--- config.mk ---
export PLATFORM = sky130hd
export DESIGN_NAME = evtmr_top
export DESIGN_NICKNAME = d
export VERILOG_FILES = /design/src/rtl/evtmr_pkg.sv /design/src/rtl/evtmr_sampler.sv /design/src/rtl/evtmr_enable.sv /design/src/rtl/evtmr_count.sv /design/src/rtl/evtmr_top.sv
export SDC_FILE = /design/constraint.sdc
export NUM_CORES = 1
export LEC_CHECK = 0
export BUFFER_PORTS_ARGS = -buffer_cell sky130_fd_sc_hd__buf_2
export CORE_MARGIN = 5
export CORE_UTILIZATION = 56
export DETAILED_ROUTE_END_ITERATION = 8
export GPL_TIMING_DRIVEN = 0
export PLACE_DENSITY = 0.84
export RECOVER_POWER = 25
export SLEW_MARGIN = 20
export SYNTH_ARGS = -nofsm -noshare
export SYNTH_HDL_FRONTEND = slang
export SYNTH_HIERARCHICAL = 1
export SYNTH_SLANG_ARGS = --single-unit
--- constraint.sdc ---
create_clock -name clk -period 3.83 [get_ports clk]
set_input_delay 0.5745 -clock clk [delete_from_list [all_inputs] [get_ports clk]]
set_output_delay 0.5745 -clock clk [all_outputs]
set_load 0.02 [all_outputs]
--- src/rtl/evtmr_pkg.sv ---
// Package: shared types of the timer/event counter.
// Assumes: mode encodings are fixed by the register field layout.
package evtmr_pkg;
    typedef enum logic [1:0] {
        MD_13BIT = 2'b00,
        MD_16BIT = 2'b01,
        MD_RELOAD = 2'b10,
        MD_SPLIT = 2'b11
    } tmr_mode_e;
endpackage

--- src/rtl/evtmr_sampler.sv ---
// Samples the external event pin once per machine cycle and emits a
// one-clock pulse in the clock after a high sample is followed by a low one.
// Assumes: ev_in is already synchronous to clk; mc_tick is one clock wide.
module evtmr_sampler (
    input  logic clk,
    input  logic rst_n,
    input  logic mc_tick,
    input  logic ev_in,
    output logic fall_pulse
);
    logic last_smp;

    // Hold the previous sample and flag a high-to-low pair of samples.
    always_ff @(posedge clk) begin
        if (!rst_n) begin
            last_smp   <= 1'b0;
            fall_pulse <= 1'b0;
        end else begin
            fall_pulse <= mc_tick & last_smp & ~ev_in;
            if (mc_tick) begin
                last_smp <= ev_in;
            end
        end
    end
endmodule

--- src/rtl/evtmr_enable.sv ---
// Chooses the counting event source and applies the run/gate qualification.
// Assumes: gate_in is synchronous to clk.
module evtmr_enable (
    input  logic mc_tick,
    input  logic fall_pulse,
    input  logic ct_sel,
    input  logic run,
    input  logic gate_en,
    input  logic gate_in,
    output logic step
);
    logic allowed;

    // Step when the selected event occurs and counting is permitted.
    always_comb begin
        allowed = run & (~gate_en | gate_in);
        step    = allowed & (ct_sel ? fall_pulse : mc_tick);
    end
endmodule

--- src/rtl/evtmr_count.sv ---
// Count registers and overflow flag for all count layouts.
// Assumes: step is a one-clock pulse; a bus write overrides a step.
module evtmr_count
    import evtmr_pkg::*;
#(
    parameter int LO_W  = 8,
    parameter int HI_W  = 8,
    parameter int PRE_W = 5
) (
    input  logic            clk,
    input  logic            rst_n,
    input  logic            step,
    input  logic [1:0]      mode,
    input  logic            bus_we,
    input  logic            bus_sel,
    input  logic [LO_W-1:0] bus_wdata,
    input  logic            ovf_clr,
    input  logic            int_ack,
    output logic [LO_W-1:0] lo_q,
    output logic [HI_W-1:0] hi_q,
    output logic            flag_q
);
    localparam int CNT_W = LO_W + HI_W;

    tmr_mode_e       md;
    logic [LO_W-1:0] lo_nxt;
    logic [HI_W-1:0] hi_nxt;
    logic [CNT_W-1:0] full_nxt;
    logic            wrap;

    // Next count and wrap indication for one step in the selected layout.
    always_comb begin
        md       = tmr_mode_e'(mode);
        lo_nxt   = lo_q;
        hi_nxt   = hi_q;
        wrap     = 1'b0;
        full_nxt = {hi_q, lo_q} + CNT_W'(1);
        case (md)
            MD_13BIT: begin
                if (&lo_q[PRE_W-1:0]) begin
                    lo_nxt[PRE_W-1:0] = {PRE_W{1'b0}};
                    hi_nxt            = hi_q + HI_W'(1);
                    wrap              = &hi_q;
                end else begin
                    lo_nxt[PRE_W-1:0] = lo_q[PRE_W-1:0] + PRE_W'(1);
                end
            end
            MD_16BIT: begin
                {hi_nxt, lo_nxt} = full_nxt;
                wrap             = &{hi_q, lo_q};
            end
            MD_RELOAD: begin
                if (&lo_q) begin
                    lo_nxt = LO_W'(hi_q);
                    wrap   = 1'b1;
                end else begin
                    lo_nxt = lo_q + LO_W'(1);
                end
            end
            default: begin
                lo_nxt = lo_q;
                hi_nxt = hi_q;
            end
        endcase
    end

    // Count bytes: reset, then bus write, then counting step.
    always_ff @(posedge clk) begin
        if (!rst_n) begin
            lo_q <= '0;
            hi_q <= '0;
        end else if (bus_we) begin
            if (bus_sel) hi_q <= HI_W'(bus_wdata);
            else         lo_q <= bus_wdata;
        end else if (step) begin
            lo_q <= lo_nxt;
            hi_q <= hi_nxt;
        end
    end

    // Sticky overflow flag: a wrap wins over a clear in the same clock.
    always_ff @(posedge clk) begin
        if (!rst_n) begin
            flag_q <= 1'b0;
        end else if (step && wrap && !bus_we) begin
            flag_q <= 1'b1;
        end else if (ovf_clr || int_ack) begin
            flag_q <= 1'b0;
        end
    end
endmodule

--- src/rtl/evtmr_top.sv ---
// Timer/event counter top: pin sampler, enable logic and count registers.
// Assumes: all inputs are synchronous to clk; mc_tick marks one clock per
// machine cycle.
module evtmr_top #(
    parameter int LO_W  = 8,
    parameter int HI_W  = 8,
    parameter int PRE_W = 5
) (
    input  logic            clk,
    input  logic            rst_n,
    input  logic            mc_tick,
    input  logic [1:0]      mode,
    input  logic            ct_sel,
    input  logic            gate_en,
    input  logic            run,
    input  logic            gate_in,
    input  logic            ev_in,
    input  logic            bus_we,
    input  logic            bus_sel,
    input  logic [LO_W-1:0] bus_wdata,
    input  logic            ovf_clr,
    input  logic            int_ack,
    output logic [LO_W-1:0] cnt_lo,
    output logic [HI_W-1:0] cnt_hi,
    output logic            ovf_flag
);
    logic fall_pulse;
    logic step;

    evtmr_sampler u_smp (
        .clk        (clk),
        .rst_n      (rst_n),
        .mc_tick    (mc_tick),
        .ev_in      (ev_in),
        .fall_pulse (fall_pulse)
    );

    evtmr_enable u_en (
        .mc_tick    (mc_tick),
        .fall_pulse (fall_pulse),
        .ct_sel     (ct_sel),
        .run        (run),
        .gate_en    (gate_en),
        .gate_in    (gate_in),
        .step       (step)
    );

    evtmr_count #(.LO_W(LO_W), .HI_W(HI_W), .PRE_W(PRE_W)) u_cnt (
        .clk       (clk),
        .rst_n     (rst_n),
        .step      (step),
        .mode      (mode),
        .bus_we    (bus_we),
        .bus_sel   (bus_sel),
        .bus_wdata (bus_wdata),
        .ovf_clr   (ovf_clr),
        .int_ack   (int_ack),
        .lo_q      (cnt_lo),
        .hi_q      (cnt_hi),
        .flag_q    (ovf_flag)
    );
endmodule

* Word level (Yosys, flattened, before mapping)
Index checks and enable logic that the tools add are counted.
** Storage, ports and cells
- Output and inout port bits :: 17
- Input bits :: 22
- Word-level logic and storage cells :: 57
- Register bits after elaboration :: 19
** Cells by class
- Add/subtract/negate cells :: 4
- Multiplexer cells :: 18
- Bitwise gates (word level) :: 7
- Reduce and logical (&&, ||, !) cells :: 17
- Equality and inequality tests :: 5
** Operator list (number)
- 8-bit two-way mux :: 8
- 16-bit by 1-bit adder with 16-bit output (second input constant) :: 1
- 8-bit by 1-bit adder with 8-bit output (second input constant) :: 2
- 8-bit case mux with 2 select lines :: 1
- 16-bit AND reduction :: 1
- 8-bit AND reduction :: 2
- 5-bit case mux with 3 select lines :: 1
- 3-bit case mux with 2 select lines :: 1
- 3-bit AND reduction :: 2
- 3-bit nonzero test :: 2
- 5-bit by 1-bit adder with 5-bit output (second input constant) :: 1
- 1-bit two-way mux :: 5
- 5-bit two-way mux :: 1
- 5-bit AND reduction :: 1
- 1-bit AND :: 4
- 4-bit AND reduction :: 1
- 2-bit nonzero test :: 2
- 4-bit nonzero test :: 1
- 3-bit by 2-bit != test with 1-bit output (second input constant) :: 1
- 1-bit case mux with 3 select lines :: 1
- 2-bit by 1-bit equality test with 1-bit output (second input constant) :: 1
- 2-bit equality test (second input constant) :: 1
- 1-bit logical AND :: 2
- 2-bit zero test :: 1
- other kinds (6) :: 7

* Longest topological paths before layout
Gate-level depths: netlist (run 1).
- Word-level depth :: 7
- Mapped depth :: 9
- Depth with buffers taken out :: 8

* By module
Netlist (run 1), hierarchy kept.
** Modules (own cells, without submodules)
- evtmr_count :: cells an instance 188, times used 1, sequential area each 340.3 µm², area each 1386.3 µm²
- evtmr_sampler :: cells an instance 5, times used 1, sequential area each 40.0 µm², area each 67.6 µm²
- evtmr_enable :: cells an instance 3, times used 1, sequential area each 0.0 µm², area each 23.8 µm²

* Least setup slack after synthesis (run 1)
Ideal clock, no wire load.
- Path type :: register -> register
- From :: register u_cnt.lo_q[0]
- To :: register u_cnt.hi_q[3]
- Cell stages (with the launch flop) :: 10
- Period minus slack after synthesis :: 2.211 ns
- Path slack :: 1.619 ns
- Data required time :: 3.704 ns
- Data arrival time :: 2.085 ns
- Path buffers :: 1
- Library setup time :: 0.126 ns
- Cell sequence :: dfxtp_1 > ha_1 > and3_2 > ha_1 > mux2_2 > a21boi_1 > buf_2 > nor2_1 > a21oi_1 > o22ai_1
** On the way
- Cells in the longest elaborated chain, start to end :: 4
- Elaborated cells between the ends (all ways) :: 7
- Classes of those cells :: add/sub: 1; eq/ne: 1; mux: 3; reduce/logical: 2
** Ends and longest elaborated chain
- start, declared :: line evtmr_count.sv:19 : output logic [LO_W-1:0] lo_q,
- start signal, assigned :: line evtmr_count.sv:74 : else lo_q <= bus_wdata;
- start signal, assigned :: line evtmr_count.sv:76 : lo_q <= lo_nxt;
- 16-bit by 1-bit adder with 16-bit output :: line evtmr_count.sv:37 : full_nxt = {hi_q, lo_q} + CNT_W'(1);
- 8-bit case mux with 2 select lines :: line evtmr_count.sv:38 : case (md)
- 8-bit two-way mux :: line evtmr_count.sv:75 : end else if (step) begin
- 8-bit two-way mux :: line evtmr_count.sv:72 : end else if (bus_we) begin
- end signal, assigned :: line evtmr_count.sv:73 : if (bus_sel) hi_q <= HI_W'(bus_wdata);
- end signal, assigned :: line evtmr_count.sv:77 : hi_q <= hi_nxt;
- end, declared :: line evtmr_count.sv:20 : output logic [HI_W-1:0] hi_q,
Several ways; a longest one is shown, not always the timed one. The select of a mux whose other input is x is not followed.
A chain may end at the register's enable or synchronous reset.

* Worst setup path in the final report (run 1)
Ends and elaborated chain as after synthesis.

==> results.toml, run 1 <==
[status]
outcome = "finished, final reports clean"

[synth]
ys_seq_area_frac = 0.257
netlist_area_um2 = 1480
ys_warn_count = 6
synth_common_cells = "nand2_1, dfxtp_1, o21ai_0, nor2_1, nand3_1"
synthTopCellsByArea = "dfxtp_1, o21ai_0, ha_1"
synth-seq-cells = 19
yosysMostFrequentCell = "nand2_1"
synth_top_cell_by_area = "dfxtp_1"
synth_edf_count = 0
post_synth.cell_area_avg_um2 = 7.54
synth.top_cell.area_share = 0.257
synthCells = 196
ys.flop_type = "dfxtp_1"
yosys.cell_types.count = 53
ys_async_sr_fraction = 0
syn-num-nets = 225

[setup_path]
cp-end-kind = "flip-flop"
cp_max_fo = 10
crit_path_frequent_cell = "ha_1"
worst-endpoint-required_ns = 4.01
critical_path.max_stage_delay_ns = 0.42
critPathSlowestCell = "a21boi_1"
crit_chain = "ha_1 -> and3_2 -> ha_1 -> mux2_2 -> a21boi_1 -> buf_2 -> nor2_1 -> a21oi_1 -> o22ai_1"
criticalPathCategory = "flip-flop to flip-flop"
cp.arrival_ns = 2.69
critPathLaunchType = "flip-flop"

[clocking]
holdBufCountCts = 0
cts_buffers = 3
cts_tree = "yes"
path_clk_slew_ns = 0.11
cts_max_level = 1
cts_resized = 0
clock_latency_ns = 0.29
clock_path_buffers = 2
root_buffer = "clkbuf_4"
cts_setup_buffers = 0
cts_num_sinks = 19

[pwr]
p_leak_nw = 0.684
p_clk_frac = 0.221
ir_drop_uv = 202
p_seq_frac = 0.506
power_density_nw_per_um2 = 268
p_comb_frac = 0.272
p_sw_mw = 0.160
total_power_mw = 0.461
switching_share = 0.347
internal_power_mw = 0.301

[final_layout]
final_util = 0.688
multi_input_area_um2 = 1040
nFillCells = 250
seqCellArea_um2 = 380
fin_nets = 268
area_growth_pct = 16.4
n_antenna_cell = 0
drive_gt1_frac = 0.202

[drt]
vias = 1718
drcViolationCount = 0
wl_per_cell_um = 15.7
drt_first_pass_iters = 5
viasPerCell = 6.41
drt-total-wl_mm = 4.20
drtIter0Drc = 94
ant_nets = 0

[sta]
hold_viol = 0
hold_ws_ns = 0.550
maxSlewHeadroom = 0.625
setup-tns-final_ns = 0
fmax_ghz = 0.399
final.min_clock_period_ns = 2.51
tightest_slew_ns = 0.556
finalSetupViolCount = 0
finalMaxSlewViolations = 0
fin_crit_sh = 0.655
finClkSkew_ns = 0.00437
rsz0062_at_grt = "no"

[grt]
grt_pass1_wl_mm = 6.62
use_met3 = 0.0335
grt_max_degree = 11
top_usage_layer = "met2"
antenna_found_initial = 0
grtUsageMet1 = 0.326
grtUsageMet2 = 0.382
grt_pass1_vias = 1476
grt_usage = 0.236
gr-total-overflow = 0

[die]
ios = 39
die-area_um2 = 3770
die_w_um = 61.4
rows = 18
start_util = 0.591
core_area_um2 = 2500
die_h_um = 61.4

[placed_design]
gp_congestion = 0.960
port_buffers = 38
place_hpwl_mm = 3.21

[min_path]
hp-class = "flip-flop to flip-flop"

[run]
drv_cap = 0
## cell type report
| class | instances | share of cell area |
|---|---|---|
| buffer | 6 | 0.0153 |
| inverter | 7 | 0.0153 |
| tap | 30 | 0.0218 |
| clock buffer | 4 | 0.0153 |
| timing repair buffer | 38 | 0.104 |
| sequential | 19 | 0.221 |
| multi-input combinational | 164 | 0.607 |
## path summary, 6_finish.rpt
check | from | endpoint | slack, ns | cells after the start
worst max-delay path | u_cnt/lo_q[0] | u_cnt/hi_q[3] | 1.32 | 9
worst min-delay path | u_smp/last_smp | u_smp/last_smp | 0.55 | 2
worst min register to register | u_smp/last_smp | u_smp/last_smp | 0.55 | 2
worst max register to register | u_cnt/lo_q[0] | u_cnt/hi_q[3] | 1.32 | 9
## layout by cell type, fill, tap and decap left out, types with 2 or more instances in the layout
| cell | n |
|---|---|
| buf_2 | 32 |
| nand2_1 | 22 |
| o21ai_0 | 19 |
| dfxtp_1 | 19 |
| nor2_1 | 14 |
| clkbuf_1 | 13 |
| nand3_1 | 13 |
| a21oi_1 | 10 |
| nor3_1 | 8 |
| inv_1 | 7 |
| ha_1 | 7 |
| nand2b_1 | 6 |
| and3_1 | 6 |
| a31oi_1 | 4 |
| clkbuf_4 | 3 |
| nor2b_1 | 3 |
| mux2_2 | 3 |
| mux2i_1 | 3 |
| o211ai_1 | 3 |
| o22ai_1 | 3 |
| and3_2 | 2 |
| or3_1 | 2 |
| a311oi_1 | 2 |
| o31a_1 | 2 |
| o311ai_0 | 2 |
| or4_1 | 2 |
## critical path, delay by kind of cell (launching register included)
kind / cells / cell delay, ns
compound gates: 3 / 0.62
fa+ha+maj: 2 / 0.48
buf+inv: 1 / 0.30
flops: 1 / 0.37
mux: 1 / 0.31
simple gates: 2 / 0.30
## metal layers
layer | part of all wire | vias up | wire (µm)
met4 | 0.013 | 0 | 53
met2 | 0.44 | 110 | 1830
met5 | 0 | - | 0
met3 | 0.12 | 7 | 495
met1 | 0.43 | 771 | 1820
li1 | - | 830 | -
## state kept, by name, summed over array words and instances (netlist names)
name,count
u_cnt/hi_q,8
u_cnt/lo_q,8
u_cnt/flag_q,1
u_smp/fall_pulse,1
u_smp/last_smp,1
## power groups by stage
| stage | clock network [mW] | logic [mW] | registers, mW |
|---|---|---|---|
| floorplan | 0 | 0.0676 | 0.248 |
| global placement | 0 | 0.123 | 0.237 |
| detailed placement | 0 | 0.125 | 0.237 |
| CTS | 0.106 | 0.126 | 0.233 |
| global route | 0.116 | 0.137 | 0.236 |
| finish | 0.102 | 0.125 | 0.233 |
## logic make-up after synthesis
kind of cell,count (synthesis),share of synthesized area
buffers and inverters,13,0.0356
AOI/OAI and AO/OA,63,0.292
DFF,19,0.257
adders and majority gates,7,0.0593
muxes,7,0.0508
xor gates and xnor gates,1,0.00593
and+or+nand+nor,86,0.299
## metrics by stage
step / setup slack, ns / instance area, µm² / instances
global route: 1.19 / 1720 / 268
detailed placement: 1.40 / 1710 / 264
finish: 1.32 / 1720 / 268
CTS: 1.39 / 1730 / 268
floorplan: 1.62 / 1480 / 196
global placement: 1.39 / 1710 / 264
Power figures use the tool's default switching activity.
==> inputs of run 2 (changes only) <==
- CORE_UTILIZATION: 56 -> 52
- PLACE_DENSITY: 0.84 -> 0.79
- clock period: 3.83 -> 2.4 ns (I/O delays scaled with it)
==> run 2 against run 1 <==
Net effect: die area is 6.4% higher; highest routed layer unchanged; total power rose by 62%; clock power up 68%; largest cell class unchanged; count of clock-buffer cells in the layout shrank 1; sequential power increased by 60%.
==> results.toml, run 2 (synthesis gave the netlist of run 1 again) <==
[pwr]
total_power_mw = 0.749
p_seq_frac = 0.498
p_clk_frac = 0.228
p_sw_mw = 0.268
switching_share = 0.357
p_comb_frac = 0.274
ir_drop_uv = 410
p_leak_nw = 0.705
power_density_nw_per_um2 = 430
internal_power_mw = 0.481

[final_layout]
n_antenna_cell = 0
drive_gt1_frac = 0.227
seqCellArea_um2 = 382
final_cell_mix = "buf_2, nand2_1, o21ai_0"
final_cell_count_no_fill = 269
final_util = 0.637
mostFrequentLayoutCell = "buf_2"
fin_nets = 268
multi_input_area_um2 = 1060
design_area_um2 = 1740
top_regs = "u_cnt/hi_q: 8 flops, u_cnt/lo_q: 8 flops"
nFillCells = 248
area_growth_pct = 17.9

[sta]
rsz0062_at_grt = "no"
hold_ws_ns = 0.328
finalSetupViolCount = 0
fmax_ghz = 0.444
finClkSkew_ns = 0.00310
fin_crit_sh = 0.939
setup-tns-final_ns = 0
hold_viol = 0
maxSlewHeadroom = 0.614
finalMaxSlewViolations = 0
final.min_clock_period_ns = 2.25
tightest_slew_ns = 0.572
fin_ws_ns = 0.145

[grt]
grt_pass1_vias = 1542
antenna_found_initial = 0
gr-total-overflow = 0
grt_max_degree = 12
grt_usage = 0.215
grt_pass1_wl_mm = 7.11

[placed_design]
port_buffers = 38
dp_worst_setup_slack_ns = -0.0964
postPlaceCellArea_um2 = 1710
dp.cells = 265
place_hpwl_mm = 3.26
gp_congestion = 0.923

[clocking]
root_buffer = "clkbuf_4"
cts_tree = "yes"
clock_latency_ns = 0.30
cts_num_sinks = 19
cts_buffers = 3
cts_max_level = 1
path_clk_slew_ns = 0.12
clock_path_buffers = 2
cts_setup_buffers = 0

[die]
die-area_um2 = 4010
start_util = 0.541
core_area_um2 = 2730
die_h_um = 63.3
die_w_um = 63.3
ios = 39
rows = 19

[drt]
drtIter0Drc = 120
ant_nets = 0
vias = 1710
drt-total-wl_mm = 4.37
drt_first_pass_iters = 5
viasPerCell = 6.36
wl_per_cell_um = 16.2
drcViolationCount = 0

[min_path]
hp-class = "input port to flip-flop"

[setup_path]
worst-endpoint-required_ns = 2.59
cp_max_fo = 10
criticalPathCategory = "flip-flop to flip-flop"
cp-end-kind = "flip-flop"
cp.arrival_ns = 2.44
critPathLaunchType = "flip-flop"

[status]
outcome = "finished, final reports clean"

[run]
drv_cap = 0
==> run 2: path summary, 6_finish.rpt <==
| check | slack (ns) | depth (start not counted) | to | start |
|---|---|---|---|---|
| worst max-delay path | 0.15 | 9 | u_cnt/hi_q[3] | u_cnt/lo_q[0] |
| worst min-delay path | 0.33 | 3 | u_smp/last_smp | ev_in |
| worst max register to register | 0.15 | 9 | u_cnt/hi_q[3] | u_cnt/lo_q[0] |
| worst min register to register | 0.54 | 2 | u_smp/last_smp | u_smp/last_smp |
==> run 2: cell type report <==
class,instances,area share
multi-input combinational,164,0.606
sequential,19,0.219
timing repair buffer,38,0.105
tap,31,0.0223
buffer,6,0.0165
inverter,7,0.0151
clock buffer,3,0.0129
clock inverter,1,0.00287
==> run 2: critical path, stage by stage, from the launching register on <==
cell      delay, ns
dfxtp_2        0.37
ha_1           0.25
and3_2         0.23
ha_1           0.22
mux2_2         0.33
a21boi_4       0.24
buf_4          0.22
nor2_1         0.08
a21oi_1        0.12
o22ai_1        0.09
==> run 2: per-layer routing <==
metal  vias to the layer above  track usage  wire length [µm]
met3                         9       0.0284               399
met4                         0       0.0701                55
met5                         -            0                 0
met2                        99        0.341              1990
li1                        834            -                 -
met1                       768        0.299              1920
==> run 2: timing repair <==
item / 4_1_cts / 5_1_grt
setup endpoints to repair: 2 / 3
hold buffers: 0 / 0
resized for setup: 1 / 4
==> run 2: power by group through the flow <==
stage                     combinational [mW]  clock [mW]  sequential, mW
after floorplan                        0.108           0           0.395
after global placement                 0.198           0           0.379
after detailed placement               0.200           0           0.379
after CTS                              0.201       0.176           0.371
after global routing                   0.224       0.192           0.378
final                                  0.205       0.171           0.373
